===== src/rtl/rdr_pkg.sv =====
package rdr_pkg;
   typedef enum logic [1:0] {
      ST_IDLE  = 2'd0,
      ST_RUN   = 2'd1,
      ST_FIN   = 2'd2,
      ST_ABORT = 2'd3
   } rdr_state_e;
endpackage


===== src/rtl/rdr_seq.sv =====
module rdr_seq
   import rdr_pkg::*;
#(
   parameter int CNT_W = 4,
   localparam int LVL_W = CNT_W + 1
) (
   input  logic             clk,
   input  logic             rst_n,
   input  logic             start,
   input  logic [CNT_W-1:0] n1_bytes,
   input  logic [CNT_W-1:0] n2_bytes,
   input  logic             n1_rx_en,
   input  logic             n2_rx_en,
   input  logic [LVL_W-1:0] level,
   output logic             pop,
   output logic             load,
   output logic             done,
   output logic             flush,
   output logic             len_err,
   output logic             frame_set
);
   rdr_state_e       state;
   logic [LVL_W-1:0] idx;
   logic [LVL_W-1:0] total;
   logic [CNT_W-1:0] n1_q;
   logic             n1_rx_q;
   logic             n2_rx_q;
   logic             any_q;
   logic [LVL_W-1:0] sum_d;
   logic [LVL_W-1:0] total_d;
   logic             in_seg1;

   always_comb begin
      sum_d = {1'b0, n1_bytes} + {1'b0, n2_bytes};
      if (n2_rx_en)
         total_d = sum_d;
      else if (n1_rx_en)
         total_d = {1'b0, n1_bytes};
      else
         total_d = '0;
   end

   assign in_seg1   = (idx < {1'b0, n1_q});
   assign pop       = (state == ST_RUN);
   assign load      = pop && (in_seg1 ? n1_rx_q : n2_rx_q);
   assign done      = (state == ST_FIN) || (state == ST_ABORT);
   assign flush     = done;
   assign len_err   = (state == ST_ABORT);
   assign frame_set = (state == ST_FIN) && any_q;

   always_ff @(posedge clk) begin
      if (!rst_n) begin
         state   <= ST_IDLE;
         idx     <= '0;
         total   <= '0;
         n1_q    <= '0;
         n1_rx_q <= 1'b0;
         n2_rx_q <= 1'b0;
         any_q   <= 1'b0;
      end else begin
         unique case (state)
            ST_IDLE: begin
               if (start) begin
                  idx     <= '0;
                  any_q   <= 1'b0;
                  n1_q    <= n1_bytes;
                  n1_rx_q <= n1_rx_en;
                  n2_rx_q <= n2_rx_en;
                  total   <= total_d;
                  if (level != sum_d)
                     state <= ST_ABORT;
                  else if (total_d == '0)
                     state <= ST_FIN;
                  else
                     state <= ST_RUN;
               end
            end
            ST_RUN: begin
               if (load)
                  any_q <= 1'b1;
               idx <= idx + 1'b1;
               if (idx == total - 1'b1)
                  state <= ST_FIN;
            end
            default: state <= ST_IDLE;
         endcase
      end
   end
endmodule


===== src/rtl/rdr_shift.sv =====
module rdr_shift #(
   parameter int DATA_W = 64,
   parameter int BYTE_W = 8,
   localparam int LANES = DATA_W / BYTE_W
) (
   input  logic              clk,
   input  logic              rst_n,
   input  logic              load,
   input  logic [BYTE_W-1:0] din,
   input  logic              frame_set,
   input  logic              host_rd,
   output logic [DATA_W-1:0] rdr,
   output logic              full,
   output logic              overrun
);
   for (genvar j = 0; j < LANES; j++) begin : g_lane
      always_ff @(posedge clk) begin
         if (!rst_n)
            rdr[j*BYTE_W +: BYTE_W] <= '0;
         else if (load) begin
            if (j == 0)
               rdr[j*BYTE_W +: BYTE_W] <= din;
            else
               rdr[j*BYTE_W +: BYTE_W] <= rdr[(j-1)*BYTE_W +: BYTE_W];
         end
      end
   end

   always_ff @(posedge clk) begin
      if (!rst_n) begin
         full    <= 1'b0;
         overrun <= 1'b0;
      end else begin
         full    <= frame_set | (full & ~host_rd);
         overrun <= overrun | (frame_set & full);
      end
   end
endmodule


===== src/rtl/rdr_match.sv =====
module rdr_match #(
   parameter int MATCH_W = 16,
   parameter bit PIPE    = 1'b0
) (
   input  logic               clk,
   input  logic               rst_n,
   input  logic [MATCH_W-1:0] low,
   input  logic [MATCH_W-1:0] mask,
   input  logic [MATCH_W-1:0] value,
   output logic               hit
);
   logic [MATCH_W-1:0] bit_ok;

   for (genvar b = 0; b < MATCH_W; b++) begin : g_bit
      assign bit_ok[b] = ~mask[b] | (low[b] == value[b]);
   end

   if (PIPE) begin : g_reg
      always_ff @(posedge clk) begin
         if (!rst_n)
            hit <= 1'b0;
         else
            hit <= &bit_ok;
      end
   end else begin : g_comb
      assign hit = &bit_ok;
   end
endmodule


===== src/rtl/rdr_loader.sv =====
module rdr_loader #(
   parameter int DATA_W     = 64,
   parameter int BYTE_W     = 8,
   parameter int CNT_W      = 4,
   parameter int MATCH_W    = 16,
   parameter bit MATCH_PIPE = 1'b0,
   localparam int LVL_W     = CNT_W + 1
) (
   input  logic               clk,
   input  logic               rst_n,
   input  logic               frame_start,
   input  logic [CNT_W-1:0]   n1_bytes,
   input  logic [CNT_W-1:0]   n2_bytes,
   input  logic               n1_rx_en,
   input  logic               n2_rx_en,
   input  logic [LVL_W-1:0]   rxq_level,
   input  logic [BYTE_W-1:0]  rxq_data,
   output logic               rxq_pop,
   output logic               rxq_flush,
   input  logic               host_rd,
   input  logic [MATCH_W-1:0] match_mask,
   input  logic [MATCH_W-1:0] match_value,
   output logic [DATA_W-1:0]  rdr_value,
   output logic               rdr_full,
   output logic               rdr_overrun,
   output logic               len_err,
   output logic               frame_done,
   output logic               rdr_match
);
   if (DATA_W % BYTE_W != 0) begin : g_bad_lanes
      $error("DATA_W must be a whole number of bytes");
   end
   if (MATCH_W > DATA_W) begin : g_bad_match
      $error("MATCH_W must not exceed DATA_W");
   end
   if (CNT_W < 1) begin : g_bad_cnt
      $error("CNT_W must be at least 1");
   end

   logic load;
   logic frame_set;

   rdr_seq #(.CNT_W(CNT_W)) u_seq (
      .clk       (clk),
      .rst_n     (rst_n),
      .start     (frame_start),
      .n1_bytes  (n1_bytes),
      .n2_bytes  (n2_bytes),
      .n1_rx_en  (n1_rx_en),
      .n2_rx_en  (n2_rx_en),
      .level     (rxq_level),
      .pop       (rxq_pop),
      .load      (load),
      .done      (frame_done),
      .flush     (rxq_flush),
      .len_err   (len_err),
      .frame_set (frame_set)
   );

   rdr_shift #(.DATA_W(DATA_W), .BYTE_W(BYTE_W)) u_shift (
      .clk       (clk),
      .rst_n     (rst_n),
      .load      (load),
      .din       (rxq_data),
      .frame_set (frame_set),
      .host_rd   (host_rd),
      .rdr       (rdr_value),
      .full      (rdr_full),
      .overrun   (rdr_overrun)
   );

   rdr_match #(.MATCH_W(MATCH_W), .PIPE(MATCH_PIPE)) u_match (
      .clk   (clk),
      .rst_n (rst_n),
      .low   (rdr_value[MATCH_W-1:0]),
      .mask  (match_mask),
      .value (match_value),
      .hit   (rdr_match)
   );
endmodule


===== config.mk =====
export PLATFORM = sky130hd
export DESIGN_NAME = rdr_loader
export DESIGN_NICKNAME = d
export VERILOG_FILES = /design/src/rtl/rdr_pkg.sv /design/src/rtl/rdr_seq.sv /design/src/rtl/rdr_shift.sv /design/src/rtl/rdr_match.sv /design/src/rtl/rdr_loader.sv
export SDC_FILE = /design/constraint.sdc
export NUM_CORES = 1
export LEC_CHECK = 0
export BUFFER_PORTS_ARGS = -buffer_cell sky130_fd_sc_hd__buf_2
export CAP_MARGIN = 20
export CORE_MARGIN = 2
export CORE_UTILIZATION = 49
export CTS_BUF_LIST = sky130_fd_sc_hd__clkbuf_16
export DETAILED_ROUTE_END_ITERATION = 10
export PLACE_DENSITY = 0.75
export SKIP_LAST_GASP = 1
export SLEW_MARGIN = 20
export SYNTH_ARGS = -nofsm -noshare
export SYNTH_HDL_FRONTEND = slang
export SYNTH_HIERARCHICAL = 1
export SYNTH_SLANG_ARGS = --single-unit

===== constraint.sdc =====
create_clock -name clk -period 4.66 [get_ports clk]
set_input_delay 0.233 -clock clk [delete_from_list [all_inputs] [get_ports clk]]
set_output_delay 0.233 -clock clk [all_outputs]
set_load 0.03 [all_outputs]

==> results.py, run 1 <==
metrics = {
    "critical_path": {
        "cpPeakStageDelay_ps": 610,
        "crit_chain": "ha_1 -> a21o_1 -> a21o_1 -> a211oi_2 -> mux2i_1 -> nor2_4 -> buf_4 -> mux2i_1 -> nor2b_1",
        "worstSetupPathType": "register to register",
        "arrival_ps": 3210,
        "path_buf_inv": 1,
        "crit_family": "simple AND/OR/NAND/NOR gates",
        "worstPathRequired_ps": 4880,
        "cp-start-kind": "register",
        "cp_slowest_cell": "nor2_4",
        "end_kind": "register",
        "crit_path_max_fanout": 26,
    },
    "final_layout": {
        "instances_no_fill": 627,
        "final_layout_size_suffix_gt1_share_pct": 29.69,
        "stdcell_area_sq_um": 5022,
        "diodes": 0,
        "syn_to_final_growth_pct": 24.74,
        "nNetsFinal": 586,
    },
    "timing": {
        "clock.fmax_mhz": 334.5,
        "setup_viol": 0,
        "max_slew_margin_pct": 48.95,
        "timing.final.hold_violations": 0,
        "finalCritPeriodShare_pct": 64.14,
        "final.setup_skew_ps": 7.598,
        "setup_tns_ps": 0,
        "rsz0062_at_grt": "no",
        "worstMarginPinSlew_ps": 763.9,
        "report.final.slew_viol_count": 0,
        "post-route-min-period_ps": 2989,
    },
    "global_routing": {
        "grt_max_degree": 87,
        "first_global_vias": 2831,
        "antenna_found_initial": 0,
        "grt_overflow": 0,
        "track_usage_pct": 19.43,
        "grt_pass1_wl_mm": 13.68,
    },
    "synth": {
        "synth_ff_type": "dfxtp_1",
        "ys_ff_latch": 85,
        "netlist_area_sq_um": 4026,
        "yosys_warnings": 6,
        "seq_area_frac_synth_pct": 42.26,
        "yosysMostFrequentCell": "dfxtp_1",
        "yosys.area.top_type": "dfxtp_1",
        "netlist.area_leader.share_pct": 42.26,
        "synthesis.nets": 465,
        "synth_edf_count": 0,
        "synth.distinct_cells": 44,
        "synth_area_leaders": "dfxtp_1 42%, mux2i_1 16%, nor2b_1 11%, xor2_1 4.6%, ha_1 2.8%",
        "synthTopCellsByCount": "85 x dfxtp_1, 68 x nor2b_1, 65 x mux2i_1",
        "async_flop_share_pct": 0,
        "synthCells": 396,
        "syn_area_per_cell_sq_um": 10.17,
    },
    "floorplan": {
        "fp-row-count": 33,
        "io_pins": 130,
        "die_y_um": 94.65,
        "die-area_sq_um": 8959,
        "initial_core_util_pct": 49.75,
        "die_width_um": 94.65,
        "core-area_sq_um": 8093,
    },
    "pwr": {
        "total_leakage_power_uw": 0.002167,
        "total_power_uw": 1797,
        "ir_drop_mv": 0.1760,
        "power_density_nw_per_um2": 357.7,
    },
    "place": {
        "dpl.hpwl_mm": 6.405,
        "placed_cells": 611,
        "io_buffers": 129,
        "post_dp_cell_area_sq_um": 4667,
        "gp_congestion": 0.8309,
    },
    "drt": {
        "wl_mm": 8.762,
        "drtIter0Drc": 108,
        "num_vias": 3154,
        "antenna_left": 0,
        "wl_per_cell_um": 13.97,
        "viasPerCell": 5.030,
        "drc": 0,
        "firstDrtPassIters": 4,
    },
    "run": {
        "cap_viol_max_count": 0,
    },
    "cts": {
        "ctsHoldBuffers": 0,
        "path_clk_slew_ps": 70,
        "clk_latency_ps": 330,
        "postCtsSetupRepairBufs": 0,
        "ctsHtreeMaxLevel": 3,
        "cts_tree": "built",
        "cts_buffer_depth": 2,
        "cts_resized": 0,
        "cts_sinks": 85,
        "cts_buffers": 9,
        "cts_root_buffer": "clkbuf_16",
    },
    "run_status": {
        "status": "complete, no violations",
    },
    "hold_path": {
        "hold_path.class": "input port to register",
    },
}
metrics by stage:
step / setup WS [ps] / hold WS (ps) / utilization, %
2_1_floorplan: 2594 / 377.9 / -
3_3_place_gp: 1797 / 450.4 / 57.67
3_5_place_dp: 1663 / 453.3 / 57.67
4_1_cts: 1650 / 147.6 / 62.03
5_1_grt: 1488 / 176.0 / 62.06
6_report: 1671 / 157.5 / 62.06
worst register-to-register path, delay by kind of cell (launching register included):
kind | cells | cell delay (ps)
flip-flops | 1 | 410
AND/OR/NAND/NOR | 2 | 690
buffers and inverters | 1 | 520
multiplexers | 2 | 430
adder cells (fa/ha/maj) | 1 | 260
AO/OA/AOI/OAI | 3 | 570
power breakdown:
part	total (uW)	switching [uW]	internal (uW)	leakage (uW)
Clock	835	302	533	0.000173
Sequential	756	15.5	741	0.000687
Combinational	206	109	96.5	0.00131
cells in the final DEF, fill, tap and decap left out, types with 5 or more instances in the layout:
cell       instances
buf_2            128
dfxtp_1           85
nor2b_1           68
mux2i_1           65
nand2_1           24
xor2_1            21
nor2_1            15
clkbuf_16          9
inv_1              9
ha_1               9
a22oi_1            8
a21boi_0           8
xnor2_1            7
nand3_1            5
final timing paths:
check	slack [ps]	startpoint	to	depth (start not counted)
setup reg to reg	1670	u_seq/idx[1]	u_shift/rdr[41]	9
setup / recovery	1670	u_seq/idx[1]	u_shift/rdr[41]	9
hold / removal	160	rxq_data[2]	u_shift/rdr[2]	3
hold reg to reg	460	u_seq/any_q	u_seq/any_q	2
final cells by class:
cell class / instances / area (sq um)
fillers: 730 / 3070
multi-input cells: 280 / 2136
flip-flops and latches: 85 / 1702
repair buffers: 131 / 663.1
clock buffers: 9 / 225.2
well taps: 105 / 131.4
clock inverters: 7 / 127.6
inverters: 10 / 37.54
logic make-up (layout without fill, tap and decap cells):
kind of cell / count (synthesis) / in the layout / share of synthesized area (%)
AND/OR/NAND/NOR: 130 / 130 / 17.77
flip-flops: 85 / 85 / 42.26
multiplexers: 65 / 65 / 16.16
AO/OA/AOI/OAI: 46 / 46 / 8.981
buffers and inverters: 31 / 157 / 4.879
XOR/XNOR: 29 / 29 / 6.650
adder cells (fa/ha/maj): 10 / 10 / 3.294
sequential cells by signal (all words and copies together), names as in the netlist:
name	count
u_shift/rdr	64
u_seq/idx	5
u_seq/total	5
u_seq/n1_q	4
u_seq/state	2
u_seq/any_q	1
u_seq/n1_rx_q	1
u_seq/n2_rx_q	1
u_shift/full	1
u_shift/overrun	1
per-layer routing:
layer  routed length (um)  up-vias  global-route usage (%)  part of all wire [%]
met5                    0        -                       0                     0
met4                  114        0                   7.367                   1.3
met3                  418       10                   3.990                   4.8
li1                     -     1593                       -                     -
met2                 4008       84                   29.96                    46
met1                 4221     1467                   26.78                    48
Note: power is estimated with default switching activity, not from simulation.
==> run 2: changes to the inputs <==
Settings changed: ABC_AREA set to 1, CORE_UTILIZATION 49 to 47.
Clock period 4.66 ns to 2.5 ns, I/O delays scaled along.
==> results.py, run 2 <==
metrics = {
    "run_status": {
        "status": "complete, no violations",
    },
    "final_layout": {
        "top_regs": "u_shift/rdr (64), u_seq/idx (5), u_seq/total (5)",
        "final_cell_mix": "129 x buf_2, 92 x nor2_1, 85 x nand2_1, 85 x dfxtp_1, 75 x o21ai_0",
        "multi_input_area_sq_um": 2024,
        "fillers": 819,
        "fin_util_pct": 58.12,
        "nNetsFinal": 771,
        "syn_to_final_growth_pct": 19.14,
        "mostFrequentLayoutCell": "buf_2",
        "seq_area_sq_um": 1702,
        "diodes": 0,
        "largest_reg_flops": 64,
        "final_layout_size_suffix_gt1_share_pct": 31.68,
        "top_register": "u_shift/rdr",
    },
    "hold_path": {
        "hold_path.class": "input port to register",
    },
    "floorplan": {
        "core-area_sq_um": 8763,
        "io_pins": 130,
        "die_width_um": 99.38,
        "initial_core_util_pct": 48.79,
        "die-area_sq_um": 9875,
        "fp-row-count": 34,
        "die_y_um": 99.38,
    },
    "synth": {
        "netlist.area_leader.share_pct": 39.80,
        "synthAdderAreaFrac_pct": 3.102,
        "synth_top_family_by_area": "simple AND/OR/NAND/NOR gates",
        "async_flop_share_pct": 0,
        "netlist_area_sq_um": 4275,
        "synth_compound_area_share_pct": 12.88,
        "synth.mux.area_fraction_pct": 0,
        "ys_ff_latch": 85,
        "yosys_warnings": 6,
        "yosys.area.top_type": "dfxtp_1",
        "seq_area_frac_synth_pct": 39.80,
        "synth_area_leaders": "dfxtp_1 40%, nor2_2 9.1%, o21ai_0 8.8%, nor2_1 8.1%, nand2_1 7.5%",
        "yosys.area_share.simple_pct": 30.35,
        "synth_xor_area_share_pct": 1.024,
        "synthCells": 584,
        "synth.distinct_cells": 37,
        "synthTopCellsByCount": "92 x nor2_1, 85 x dfxtp_1, 85 x nand2_1",
        "synth_edf_count": 0,
        "synthesis.nets": 653,
        "synth_ff_type": "dfxtp_1",
        "yosysMostFrequentCell": "nor2_1",
        "syn_area_per_cell_sq_um": 7.321,
    },
    "timing": {
        "worstMarginPinSlew_ps": 493.7,
        "timing.final.hold_violations": 0,
        "final.setup_skew_ps": 7.202,
        "setup_tns_ps": 0,
        "finalCritPeriodShare_pct": 88.46,
        "rsz0062_at_grt": "no",
        "max_slew_margin_pct": 67.09,
        "report.final.slew_viol_count": 0,
        "post-route-min-period_ps": 2211,
        "setup_viol": 0,
        "clock.fmax_mhz": 452.2,
    },
    "global_routing": {
        "first_global_vias": 3566,
        "grt_max_degree": 65,
        "track_usage_pct": 19.65,
        "antenna_found_initial": 0,
        "grt_overflow": 0,
        "grt_pass1_wl_mm": 15.97,
    },
    "place": {
        "io_buffers": 129,
        "gp_congestion": 0.8927,
        "dpl.hpwl_mm": 7.315,
    },
    "critical_path": {
        "end_kind": "register",
        "arrival_ps": 2430,
        "crit_path_max_fanout": 23,
        "worstPathRequired_ps": 2720,
        "worstSetupPathType": "register to register",
        "cp-start-kind": "register",
    },
    "cts": {
        "cts_root_buffer": "clkbuf_16",
        "ctsHoldBuffers": 0,
        "path_clk_slew_ps": 60,
        "clk_latency_ps": 330,
        "cts_buffer_depth": 2,
        "postCtsSetupRepairBufs": 0,
        "ctsHtreeMaxLevel": 3,
        "cts_buffers": 9,
        "cts_tree": "built",
        "cts_resized": 0,
        "cts_sinks": 85,
    },
    "drt": {
        "viasPerCell": 4.898,
        "drc": 0,
        "num_vias": 3992,
        "wl_per_cell_um": 12.08,
        "wl_mm": 9.849,
        "firstDrtPassIters": 4,
        "drtIter0Drc": 175,
        "antenna_left": 0,
    },
    "run": {
        "cap_viol_max_count": 0,
    },
    "pwr": {
        "power_density_nw_per_um2": 732.6,
        "ir_drop_mv": 0.3424,
        "total_leakage_power_uw": 0.002722,
    },
}
## run 2: cell count changes after synthesis, moves of 18 or more
cell	previous run	this run
o21ai_0	3	75
nor2b_1	68	0
nor2_2	0	62
nand2_1	24	85
mux2i_1	65	0
nand3_1	5	32
xor2_1	21	3
nor2_1	16	92
inv_1	9	68
## run 2: final timing paths
check           startpoint              end  slack (ps)  depth (start not counted)
max           u_seq/idx[2]  u_shift/rdr[42]         290                         11
min reg2reg  u_seq/n1_q[3]    u_seq/n1_q[3]         470                          2
min            rxq_data[0]   u_shift/rdr[0]          30                          3
max reg2reg   u_seq/idx[2]  u_shift/rdr[42]         290                         11
## run 2: metrics by stage
stage | std cells | total power [uW] | instance area [sq um] | hold WS, ps | setup WS (ps)
2_1_floorplan | 584 | 2337 | 4275 | 253.2 | 568.3
3_3_place_gp | 799 | 2524 | 4816 | 351.4 | 374.4
3_5_place_dp | 799 | 2551 | 4816 | 359.8 | 289.2
4_1_cts | 815 | 3754 | 5091 | 18.94 | 252.5
5_1_grt | 815 | 3930 | 5094 | 22.26 | 1.847
6_report | 815 | 3731 | 5094 | 27.58 | 288.5
## run 2: final cells by class
type	count	share of cell area [%]
multi-input combinational	401	39.74
clock buffer	9	4.422
timing repair buffer	132	13.12
clock inverter	7	0.9826
inverter	73	5.674
sequential	85	33.41
tap	108	2.653
## run 2: where the power goes
part | total, uW | switching (uW) | internal, uW
combinational | 908 | 618 | 290
clock | 1210 | 531 | 675
sequential | 1620 | 127 | 1490
total | 3730 | 1280 | 2450
## run 2: logic make-up (layout without fill, tap and decap cells)
| logic type | Yosys count | count (layout) |
|---|---|---|
| compound gates | 104 | 104 |
| xor+xnor | 5 | 5 |
| buf+inv | 98 | 221 |
| simple gates | 282 | 282 |
| fa+ha+maj | 10 | 10 |
| flops | 85 | 85 |
## run 2: per-layer routing
| metal | vias to the layer above | share of wire (%) | global-route usage, % |
|---|---|---|---|
| li1 | 2077 | - | - |
| met1 | 1781 | 45 | 25.77 |
| met2 | 123 | 48 | 31.76 |
| met3 | 11 | 6.4 | 4.708 |
| met4 | 0 | 1.2 | 6.849 |
| met5 | - | 0 | 0 |
## run 2: critical path, stage by stage, from the launching register on
cell     delay, ps
dfxtp_1        430
ha_1           290
nand2_1         70
inv_1           30
o21ai_0        130
nand3_1        110
or2_2          280
nand3_1        130
inv_4          130
buf_4          230
o21ai_0        210
nor2_1          50
